==> src/rtl/fetch_ctl_pkg.sv <==
package fetch_ctl_pkg;
  localparam int unsigned WORD_W = 16;
  localparam int unsigned ADDR_W = 12;
  localparam int unsigned SC_W   = 4;
  localparam int unsigned OP_W   = WORD_W - 1 - ADDR_W;

  typedef enum logic [2:0] {
    BUS_NONE = 3'b000,
    BUS_PC   = 3'b010,
    BUS_MEM  = 3'b111
  } bus_sel_e;
endpackage

==> src/rtl/step_counter.sv <==
module step_counter #(
  parameter int unsigned W = 4
) (
  input  logic         clk_i,
  input  logic         rst_ni,
  input  logic         clr_i,
  output logic [W-1:0] cnt_o
);
  localparam logic [W-1:0] CNT_MAX = {W{1'b1}};

  logic [W-1:0] cnt_q;

  always_ff @(posedge clk_i or negedge rst_ni) begin
    if (!rst_ni)     cnt_q <= '0;
    else if (clr_i)  cnt_q <= '0;
    else             cnt_q <= cnt_q + 1'b1;  // natural wrap at CNT_MAX
  end

  assign cnt_o = cnt_q;

  a_r2_step: assert property (@(posedge clk_i) disable iff (!rst_ni)
    (!clr_i && cnt_q != CNT_MAX) |=> cnt_q == $past(cnt_q) + 1'b1);
  a_r3_wrap: assert property (@(posedge clk_i) disable iff (!rst_ni)
    (!clr_i && cnt_q == CNT_MAX) |=> cnt_q == '0);
  a_r4_clear: assert property (@(posedge clk_i) disable iff (!rst_ni)
    clr_i |=> cnt_q == '0);
endmodule

==> src/rtl/onehot_decoder.sv <==
module onehot_decoder #(
  parameter int unsigned IN_W = 3
) (
  input  logic [IN_W-1:0]       code_i,
  output logic [(1<<IN_W)-1:0]  line_o
);
  localparam int unsigned N = 1 << IN_W;

  for (genvar i = 0; i < N; i++) begin : g_line
    assign line_o[i] = (code_i == IN_W'(i));
  end

  always_comb begin
    a_r2_r8_onehot: assert ($countones(line_o) == 1);
  end
endmodule

==> src/rtl/fetch_sequencer.sv <==
module fetch_sequencer
  import fetch_ctl_pkg::*;
(
  input  logic       slot0_i,
  input  logic       slot1_i,
  output logic [2:0] bus_sel_o,
  output logic       ar_ld_o,
  output logic       ir_ld_o,
  output logic       mem_rd_o,
  output logic       pc_inc_o
);
  always_comb begin
    bus_sel_o = BUS_NONE;
    ar_ld_o   = 1'b0;
    ir_ld_o   = 1'b0;
    mem_rd_o  = 1'b0;
    pc_inc_o  = 1'b0;
    if (slot0_i) begin
      bus_sel_o = BUS_PC;
      ar_ld_o   = 1'b1;
    end else if (slot1_i) begin
      bus_sel_o = BUS_MEM;
      mem_rd_o  = 1'b1;
      ir_ld_o   = 1'b1;
      pc_inc_o  = 1'b1;
    end
  end
endmodule

==> src/rtl/fetch_regs.sv <==
module fetch_regs #(
  parameter int unsigned WORD_W = 16,
  parameter int unsigned ADDR_W = 12
) (
  input  logic              clk_i,
  input  logic              rst_ni,
  input  logic [WORD_W-1:0] bus_i,
  input  logic              ar_ld_i,
  input  logic              ir_ld_i,
  input  logic              pc_inc_i,
  output logic [ADDR_W-1:0] ar_o,
  output logic [ADDR_W-1:0] pc_o,
  output logic [WORD_W-1:0] ir_o,
  output logic              ind_o
);
  logic [ADDR_W-1:0] ar_q, pc_q;
  logic [WORD_W-1:0] ir_q;
  logic              ind_q;

  always_ff @(posedge clk_i or negedge rst_ni) begin
    if (!rst_ni) begin
      ar_q  <= '0;
      pc_q  <= '0;
      ir_q  <= '0;
      ind_q <= 1'b0;
    end else begin
      if (ar_ld_i)  ar_q <= bus_i[ADDR_W-1:0];
      if (pc_inc_i) pc_q <= pc_q + 1'b1;
      if (ir_ld_i) begin
        ir_q  <= bus_i;
        ind_q <= bus_i[WORD_W-1];
      end
    end
  end

  assign ar_o  = ar_q;
  assign pc_o  = pc_q;
  assign ir_o  = ir_q;
  assign ind_o = ind_q;

  a_r7_hold: assert property (@(posedge clk_i) disable iff (!rst_ni)
    !(ar_ld_i || ir_ld_i || pc_inc_i) |=> ($stable(ar_q) && $stable(pc_q) && $stable(ir_q)));
  a_r10_pc_step: assert property (@(posedge clk_i) disable iff (!rst_ni)
    pc_inc_i |=> pc_q == $past(pc_q) + 1'b1);
endmodule

==> src/rtl/timing_fetch_ctl.sv <==
module timing_fetch_ctl
  import fetch_ctl_pkg::*;
(
  input  logic                   clk_i,
  input  logic                   rst_ni,
  input  logic                   sc_clr_i,
  input  logic [WORD_W-1:0]      mem_data_i,
  output logic [(1<<SC_W)-1:0]   t_o,
  output logic [(1<<OP_W)-1:0]   d_o,
  output logic                   ind_o,
  output logic [ADDR_W-1:0]      addr_field_o,
  output logic [2:0]             bus_sel_o,
  output logic [WORD_W-1:0]      bus_o,
  output logic                   ar_ld_o,
  output logic                   ir_ld_o,
  output logic                   mem_rd_o,
  output logic                   pc_inc_o,
  output logic [ADDR_W-1:0]      ar_o,
  output logic [ADDR_W-1:0]      pc_o,
  output logic [WORD_W-1:0]      ir_o
);
  logic [SC_W-1:0]   step;
  logic [ADDR_W-1:0] pc, ar;
  logic [WORD_W-1:0] ir;

  step_counter #(.W(SC_W)) u_sc (
    .clk_i (clk_i),
    .rst_ni(rst_ni),
    .clr_i (sc_clr_i),
    .cnt_o (step)
  );

  onehot_decoder #(.IN_W(SC_W)) u_tdec (
    .code_i(step),
    .line_o(t_o)
  );

  fetch_sequencer u_seq (
    .slot0_i  (t_o[0]),
    .slot1_i  (t_o[1]),
    .bus_sel_o(bus_sel_o),
    .ar_ld_o  (ar_ld_o),
    .ir_ld_o  (ir_ld_o),
    .mem_rd_o (mem_rd_o),
    .pc_inc_o (pc_inc_o)
  );

  always_comb begin
    unique case (bus_sel_o)
      BUS_PC:  bus_o = {{(WORD_W-ADDR_W){1'b0}}, pc};
      BUS_MEM: bus_o = mem_data_i;
      default: bus_o = '0;
    endcase
  end

  fetch_regs #(.WORD_W(WORD_W), .ADDR_W(ADDR_W)) u_regs (
    .clk_i   (clk_i),
    .rst_ni  (rst_ni),
    .bus_i   (bus_o),
    .ar_ld_i (ar_ld_o),
    .ir_ld_i (ir_ld_o),
    .pc_inc_i(pc_inc_o),
    .ar_o    (ar),
    .pc_o    (pc),
    .ir_o    (ir),
    .ind_o   (ind_o)
  );

  onehot_decoder #(.IN_W(OP_W)) u_ddec (
    .code_i(ir[WORD_W-2 -: OP_W]),
    .line_o(d_o)
  );

  assign ar_o         = ar;
  assign pc_o         = pc;
  assign ir_o         = ir;
  assign addr_field_o = ir[ADDR_W-1:0];

  a_r5_slot0: assert property (@(posedge clk_i) disable iff (!rst_ni)
    t_o[0] |-> (bus_sel_o == 3'b010 && ar_ld_o && !mem_rd_o && !ir_ld_o && !pc_inc_o));
  a_r5_ar_load: assert property (@(posedge clk_i) disable iff (!rst_ni)
    t_o[0] |=> ar == $past(pc));
  a_r6_slot1: assert property (@(posedge clk_i) disable iff (!rst_ni)
    t_o[1] |-> (bus_sel_o == 3'b111 && mem_rd_o && ir_ld_o && pc_inc_o && !ar_ld_o));
  a_r6_ir_load: assert property (@(posedge clk_i) disable iff (!rst_ni)
    t_o[1] |=> ir == $past(mem_data_i));
  a_r7_idle: assert property (@(posedge clk_i) disable iff (!rst_ni)
    !(t_o[0] || t_o[1]) |-> (bus_sel_o == 3'b000 && !ar_ld_o && !ir_ld_o && !mem_rd_o && !pc_inc_o));
  a_r9_ind: assert property (@(posedge clk_i) disable iff (!rst_ni)
    ir_ld_o |=> ind_o == $past(mem_data_i[WORD_W-1]));
endmodule

==> config.mk <==
export PLATFORM = sky130hd
export DESIGN_NAME = timing_fetch_ctl
export DESIGN_NICKNAME = d
export VERILOG_FILES = /design/src/rtl/fetch_ctl_pkg.sv /design/src/rtl/step_counter.sv /design/src/rtl/onehot_decoder.sv /design/src/rtl/fetch_sequencer.sv /design/src/rtl/fetch_regs.sv /design/src/rtl/timing_fetch_ctl.sv
export SDC_FILE = /design/constraint.sdc
export NUM_CORES = 1
export LEC_CHECK = 0
export ABC_AREA = 1
export BUFFER_PORTS_ARGS = -buffer_cell sky130_fd_sc_hd__buf_2
export CELL_PAD_IN_SITES_DETAIL_PLACEMENT = 0
export CELL_PAD_IN_SITES_GLOBAL_PLACEMENT = 1
export CORE_AREA = 4 4 91 93
export DETAILED_ROUTE_END_ITERATION = 6
export DIE_AREA = 0 0 95 97
export HOLD_SLACK_MARGIN = 0.15
export PLACE_DENSITY = 0.78
export SYNTH_ARGS = -nofsm -noshare
export SYNTH_HDL_FRONTEND = slang
export SYNTH_SLANG_ARGS = --single-unit
export TNS_END_PERCENT = 100
==> constraint.sdc <==
create_clock -name clk_i -period 1.8 [get_ports clk_i]
set_clock_uncertainty 0.05 [all_clocks]
set_input_delay 0.36 -clock clk_i [delete_from_list [all_inputs] [get_ports clk_i]]
set_output_delay 0.36 -clock clk_i [all_outputs]
set_load 0.1 [all_outputs]
; ---- Yosys cells after proc, flatten, opt, wreduce, memory -nomap -nowiden
; Cells that the tools add are included.
[word_totals]
reg_bits = 45
[classes]
n_eq_ne = 24
n_addsub = 2
n_reduce_logical = 2
mux = 7
[ops]
columns = cell, n
row1 = "== test 4 bit, second input constant", 8
row2 = one-hot mux 16 bit (2 select lines), 1
row3 = "== test 4 x 3 -> 1 bit, second input constant", 4
row4 = "== test 3 bit, second input constant", 5
row5 = "adder 12 x 1 -> 12 bit, second input constant", 1
row6 = "== test 3 x 2 -> 1 bit, second input constant", 3
row7 = "== test 4 x 2 -> 1 bit, second input constant", 2
row8 = 2-to-1 mux 3 bit, 2
row9 = "adder 4 x 1 -> 4 bit, second input constant", 1
row10 = "== test 4 x 1 -> 1 bit, second input constant", 1
row11 = logical NOT 4 bit, 1
row12 = 2-to-1 mux 4 bit, 1
row13 = "== test 3 x 1 -> 1 bit, second input constant", 1
row14 = logical NOT 3 bit, 1
row15 = 2-to-1 mux 1 bit, 3

; ---- Logic depth before layout (Yosys ltp)
; Gate-level depths: netlist of run 1.
[logic_depth]
depth_word = 5
depth_mapped = 9

; ---- Cells and area by module
; A second synthesis of run 1 with hierarchy kept.
[hier_totals]
cells_unflattened = 271
hier_area_um2 = 2446.1
[by_module_without_submodules]
columns = mod, area_per_inst_um2, instances, cells_per_inst
row1 = fetch_regs, 1662.8, 1, 136
row2 = timing_fetch_ctl, 402.9, 1, 66
row3 = step_counter, 166.4, 1, 17
row4 = onehot_decoder at u_tdec, 105.1, 1, 28
row5 = onehot_decoder at u_ddec, 56.3, 1, 15
row6 = fetch_sequencer, 52.6, 1, 9

; ---- Worst setup path before layout of run 1
; OpenSTA, ideal clock, no wires.
[synth_path]
path_kind = flip-flop to output port
startpoint = reg u_regs.ir_q[14], in the netlist u_regs.ir_o[14]
endpoint = out d_o[7]
n_path_buf = 0
required_ns = 1.390
arrival_time_ns = 3.313
stages_incl_launch_ff = 3
slack_ns = -1.923
path_cell_list = dfrtp_1 inv_1 nor3_1
[synth_between]
elab_chain_len = 1
[synth_rtl]
columns = element, line
row1 = start: declaration, fetch_regs.sv:17  ; logic [WORD_W-1:0] ir_q;
row2 = start signal: assignment, fetch_regs.sv:30  ; ir_q <= bus_i;
row3 = == test 3 bit, onehot_decoder.sv:10  ; assign line_o[i] = (code_i == IN_W'(i));
row4 = end: declaration, timing_fetch_ctl.sv:9  ; output logic [(1<<OP_W)-1:0] d_o,
; Every way passes these cells.

; ---- Worst setup path after layout of run 1
[layout_path]
startpoint = reg u_sc.cnt_q[0], in the netlist u_sc.cnt_o[0]
endpoint = out bus_o[11]
[layout_between]
elab_chain_len = 5
word_cells_on_any_way = 7
[layout_rtl]
columns = element, line
row1 = start: declaration, step_counter.sv:11  ; logic [W-1:0] cnt_q;
row2 = start signal: assignment, step_counter.sv:16  ; else cnt_q <= cnt_q + 1'b1;
row3 = == test 4 x 1 -> 1 bit, onehot_decoder.sv:10
row4 = 2-to-1 mux 3 bit, fetch_sequencer.sv:21  ; end else if (slot1_i) begin
row5 = 2-to-1 mux 3 bit *, fetch_sequencer.sv:18  ; if (slot0_i) begin
row6 = == test 3 bit or == test 3 x 2 -> 1 bit (tied branches), timing_fetch_ctl.sv:49  ; unique case (bus_sel_o)
row7 = one-hot mux 16 bit (2 select lines) *, timing_fetch_ctl.sv:49
row8 = end: declaration, timing_fetch_ctl.sv:13  ; output logic [WORD_W-1:0] bus_o,
; Every way passes the cells marked *; elsewhere a longest branch is shown, timed or not.

==> results of run 1 <==
==> final cells by class <==
cell class              count  area (sq um)
clock inverters             1          5.00
fillers                   612          2680
flip-flops and latches     44          1130
repair buffers            162          1780
multi-input cells         192          1600
clock buffers               7          76.3
inverters                  25           135
well taps                 102           128
==> layout by cell type, fill, tap and decap left out, drive strengths merged <==
cell	n
o21ai	2
clkbuf	7
clkinvlp	3
clkinv	2
dlygate4sd3	1
a21boi	1
ha	5
nand3	8
inv	21
xnor2	2
or2	1
o21bai	3
dfrtp	44
nand2	116
nor3b	1
buf	161
nand4	2
nor3	10
nor2	35
xor2	6
==> final timing paths <==
check | slack (ps) | cells after the start | to | start
max | -270 | 8 | bus_o[11] | u_sc.cnt_o[0]
min | 210 | 2 | u_sc.cnt_o[3] | sc_clr_i
max reg2reg | 110 | 10 | u_regs.pc_o[9] | u_sc.cnt_o[0]
min reg2reg | 430 | 2 | u_regs.ar_o[9] | u_regs.ar_o[9]
max in group asynchronous | 670 | 3 | u_sc.cnt_o[0] | rst_ni
min in group asynchronous | 510 | 2 | u_regs.ar_o[10] | rst_ni
==> metal layers <==
metal / track usage / share of wire / wire length, microns / vias up
li1: - / - / - / 1148
met3: 0.0397 / 0.059 / 426 / 6
met2: 0.305 / 0.55 / 3970 / 70
met1: 0.196 / 0.39 / 2800 / 1112
met5: 0 / 0 / 0 / -
met4: 0.0300 / 0.0074 / 54 / 0
==> sequential cells by signal, summed over array words and instances, names as in the netlist <==
register and count:
u_regs.ir_o 16, u_regs.ar_o 12, u_regs.pc_o 12, u_sc.cnt_o 4
==> where the power goes <==
| group | internal [mW] | switching (mW) |
|---|---|---|
| sequential | 1.23 | 0.245 |
| combinational | 1.18 | 4.06 |
| clock | 0.273 | 0.324 |
| total | 2.69 | 4.63 |
==> stage by stage <==
| stage | setup slack [ps] | power [mW] | hold slack [ps] | instance area [sq um] |
|---|---|---|---|---|
| after floorplan | -401 | 5.52 | 14.4 | 3020 |
| after global placement | 16.9 | 6.45 | 310 | 4390 |
| after detailed placement | -26.0 | 6.50 | 305 | 4390 |
| after CTS | -266 | 7.34 | 206 | 4820 |
| after global routing | -348 | 7.59 | 214 | 4850 |
| final | -269 | 7.32 | 209 | 4850 |
==> logic make-up after synthesis <==
family	share of synthesized area
compound gates	0.0175
xor+xnor	0.0340
fa+ha+maj	0.0274
buf+inv	0.123
flops	0.482
simple gates	0.317
==> repair_timing <==
action	4_1_cts	5_1_grt
pin swaps	14	9
buffers inserted	18	5
hold buffers	1	0
gates resized for setup	52	7
hold endpoints to repair	19	0
setup endpoints to repair	45	49
==> metrics, run 1 <==
outcome=complete, but fails checks; failing checks=setup timing; max-slew violation count=0; WL final=7.26 mm; die width=approximately 95 microns; Num CTS Buffers=5; Max Fclk=slightly below 0.5 GHz; number of synthesized flops with an enable pin=0; RePlAce Congestion=0.786; Clock Sinks=between 40 and 50; Total GRT Usage=0.167; starting density of the core=0.304; mapped cell area=2280 sq um; Final min period=2070 ps; prevailing post-synth register cell=dfrtp_1; unrepaired setup endpoints after global routing=yes; crit-path max cell delay=between 400 and 500 ps; Longest Clk Path Bufs=2; DR pass1 iterations=4; top post-synthesis cells by count=nand2_1 (116), dfrtp_1 (44), nor2_1 (32); Finish-stage setup viols=37; max_slew headroom=0.672; routed length per placed instance=about 14 microns; CTS tree=built; worst slew pin tran=between 400 and 500 ps; Post-Syn Nets=310; CP arrival=approximately 1700 ps; Root Buffer=clkbuf_8; final core occ=0.645; Crit. End Element=output port; Synth cell types=23; clk_lat worst skew=approximately 290 ps; Static Leak=roughly 2.4 nW; DRC=0; crit path cell chain=buf_4 > ha_4 > nand3_4 > inv_8 > buf_12 > nand2_8 > nand2_8 > buf_12; synth warn=0; worst hold-check path type=input pin to register; Die H=about 97 microns; Pwr Density=approximately 1500 nW/um^2; Sum Neg Setup Slack=-6210 ps; largest area contributor in the netlist=dfrtp_1; Yosys top cell area share=0.482; crit path kind=register to output port; CP required=1390 ps; via count=2,336; cell with the most instances after synthesis=nand2_1; Syn Area/Cell=between 7 and 8 sq um; antenna violations before repair=0; First DRT Iteration DRCs=between 80 and 90; dpl cells=between 500 and 600; DR vias/cell=approximately 4.4; clk slew on worst S/H paths=80 ps; largest fanout on the critical path=9; Setup WS post-layout=-269 ps; Synth async-reset ratio=1.00; sequential element share of the synthesized area=0.482; vias in the first global route=2,412; std cell rows=32; WP buf/inv=4; VDD IR-drop max=0.00158 V; startpoint types=register; Overflow after GRT=0; Yosys reg bits=44; final count of hold timing violations=0; layout cells sized above 1=0.633; largest net degree at the start of global routing=26; fin crit share=1.15; non-filler cells, final=533; diodes inserted=0; Mapped Cells=286; Max Cap Viol=0; Crit path max-delay family=buffers and inverters; port buffer count=between 100 and 150; # IOs=about 120; core area=around 7500 sq um; slowest CP cell=dfrtp_2; first-pass GRT wire length=12.1 mm; Area contributors post-synth=dfrtp_1 (48%), nand2_1 (19%), buf_4 (7.2%); Area Overhead vs Synth=112%; HPWL Detailed=roughly 5.5 mm; H-tree Lvls=2; final net count=between 400 and 500; ANT nets after route=0; DIE AREA=approximately 9200 sq um
Note: power is estimated with default switching activity, not from simulation.
==> inputs of run 2 (changes only) <==
Settings changed: CORE_AREA 4 4 91 93 to 2 2 85 87, DIE_AREA 0 0 95 97 to 0 0 87 89, PLACE_DENSITY 0.78 to 0.85.
Clock period 1.8 ns to 2.45 ns, I/O delays scaled along.
==> run 2 against run 1 <==
Compared with the run above: the flow now finishes without violations; highest routed layer unchanged; register-to-register slack gained 430 ps; largest cell class is now registers; critical path type unchanged; final cell count shrank 11%; non-clock buffer count shrank 34.
==> metrics, run 2 (synthesis gave the netlist of run 1 again) <==
outcome=complete, no violations; R2R Path Start=u_sc.cnt_o[0]; routed length per placed instance=12.9 microns (-5.4%); most common cell after layout, fill and taps aside=nand2_1; Final min period=around 2300 ps; Crit. End Element=output port; slowest CP cell=dfrtp_1; DRC=0 (unchanged); Total GRT Usage=0.160 (-0.00709); WL final=6.14 mm (-15%); worst slew pin tran=650 ps (+158 ps); largest net degree at the start of global routing=31 (+19%); DR pass1 iterations=4 (unchanged); startpoint types=register; dpl cells=466 (-7.7%); largest fanout on the critical path=7 (-2); Longest Clk Path Bufs=2 (unchanged); DIE AREA=7740 sq um (-16%); most frequent cells in the layout=nand2_1 (107), buf_2 (94), dfrtp_1 (41), buf_12 (24), inv_1 (22); crit path kind=register to output port; starting density of the core=0.340 (+0.0365); unrepaired setup endpoints after global routing=no; DR vias/cell=4.44 (+1.3%); number of flip-flops in the largest register=16 (unchanged); crit-path max cell delay=410 ps (-20 ps); clk slew on worst S/H paths=90 ps (about the same); port buffer count=118 (unchanged); Post-Layout Inst Area=3510 sq um (-28%); pre-CTS WS=194 ps (+220 ps); non-filler cells, final=477 (-11%); die width=87 microns (-8.4%); max-slew violation count=0 (unchanged); Die H=89 microns (-8.2%); Num CTS Buffers=5 (unchanged); clk_lat worst skew=300 ps (about the same); std cell rows=30 (-6.3%); Max Cap Viol=0 (unchanged); Finish-stage setup viols=0 (-100%); final count of hold timing violations=0 (unchanged); HPWL Detailed=4.71 mm (-15%); fin crit share=0.943; Sum Neg Setup Slack=0 ps (+6210 ps); hold_buf cts=0 (-1); layout cells sized above 1=0.448 (-0.185); CTS tree=built; Worst Setup SP=u_sc.cnt_o[0]; vias in the first global route=2,056 (-15%); R2R setup slack=540 ps (+430 ps); antenna violations before repair=0 (unchanged); diodes inserted=0 (unchanged); First DRT Iteration DRCs=78 (-3.7%); H-tree Lvls=2 (unchanged); Root Buffer=clkbuf_8; final net count=420 (-7.5%); CP arrival=1770 ps (+110 ps); core area=6720 sq um (-11%); Clock Sinks=44 (unchanged); Max Fclk=0.433 GHz; max_slew headroom=0.567 (-0.106); via count=2,118 (-9.3%); crit path cell chain=inv_1 > ha_1 > inv_2 > nand3_4 > buf_4 > nor2_2 > buf_12; # IOs=119 (unchanged); first-pass GRT wire length=9.70 mm (-20%); CP required=1910 ps (+520 ps); Area Overhead vs Synth=53.6%; Worst Reg-to-Reg Cells=10 (unchanged); Overflow after GRT=0 (unchanged); RePlAce Congestion=0.796 (+1.3%); Setup WS post-layout=141 ps (+410 ps); r2r endpoint=u_regs.pc_o[9]; worst hold-check path type=input pin to async pin; placed inst area=3350 sq um (-24%); ANT nets after route=0 (unchanged)
## run 2: how the worst max path moves through the flow
stage | end | slack [ps] | cells past startpoint
2_1_floorplan | bus_o[12] | -310 | 5
3_3_place_gp | bus_o[4] | 290 | 8
3_5_place_dp | bus_o[5] | 190 | 8
4_1_cts | bus_o[5] | -0.8 | 8
5_1_grt | bus_o[4] | 50 | 7
6_report | bus_o[13] | 140 | 7
## run 2: per-stage QoR
step                hold WS, ps  utilization
global placement            408        0.499
CTS                         181        0.517
detailed placement          411        0.499
global route                206        0.522
floorplan                   144            -
finish                      155        0.522
## run 2: layer usage
layer	wire, microns	vias up	GRT usage
met1	2420	978	0.190
met3	342	8	0.0323
met5	0	-	0
li1	-	1066	-
met4	54	0	0.0440
met2	3320	66	0.293
## run 2: timing repair
| action | in CTS | in global routing |
|---|---|---|
| pin swaps | 0 | 0 |
| gates cloned | 0 | 0 |
| resized for setup | 2 | 7 |
| buffers inserted | 0 | 3 |
| endpoints found under the setup margin | 15 | 17 |
## run 2: worst max-delay path, delay by kind of cell (launching register included)
family | cells | cell delay, ps
fa+ha+maj | 1 | 220
buf+inv | 4 | 570
simple gates | 2 | 270
flops | 1 | 410
## run 2: cell type report
class	count	area (sq um)
fill	634	3210
sequential	44	1110
multi-input combinational	192	1050
timing repair buffer	128	1030
inverter	25	104
tap	80	100
clock buffer	5	68.8
clock inverter	3	47.5
Power of run 2 is left out: the tool's default activity adds up to more than one toggle a clock period on the data nets, which glitch-free logic cannot reach.
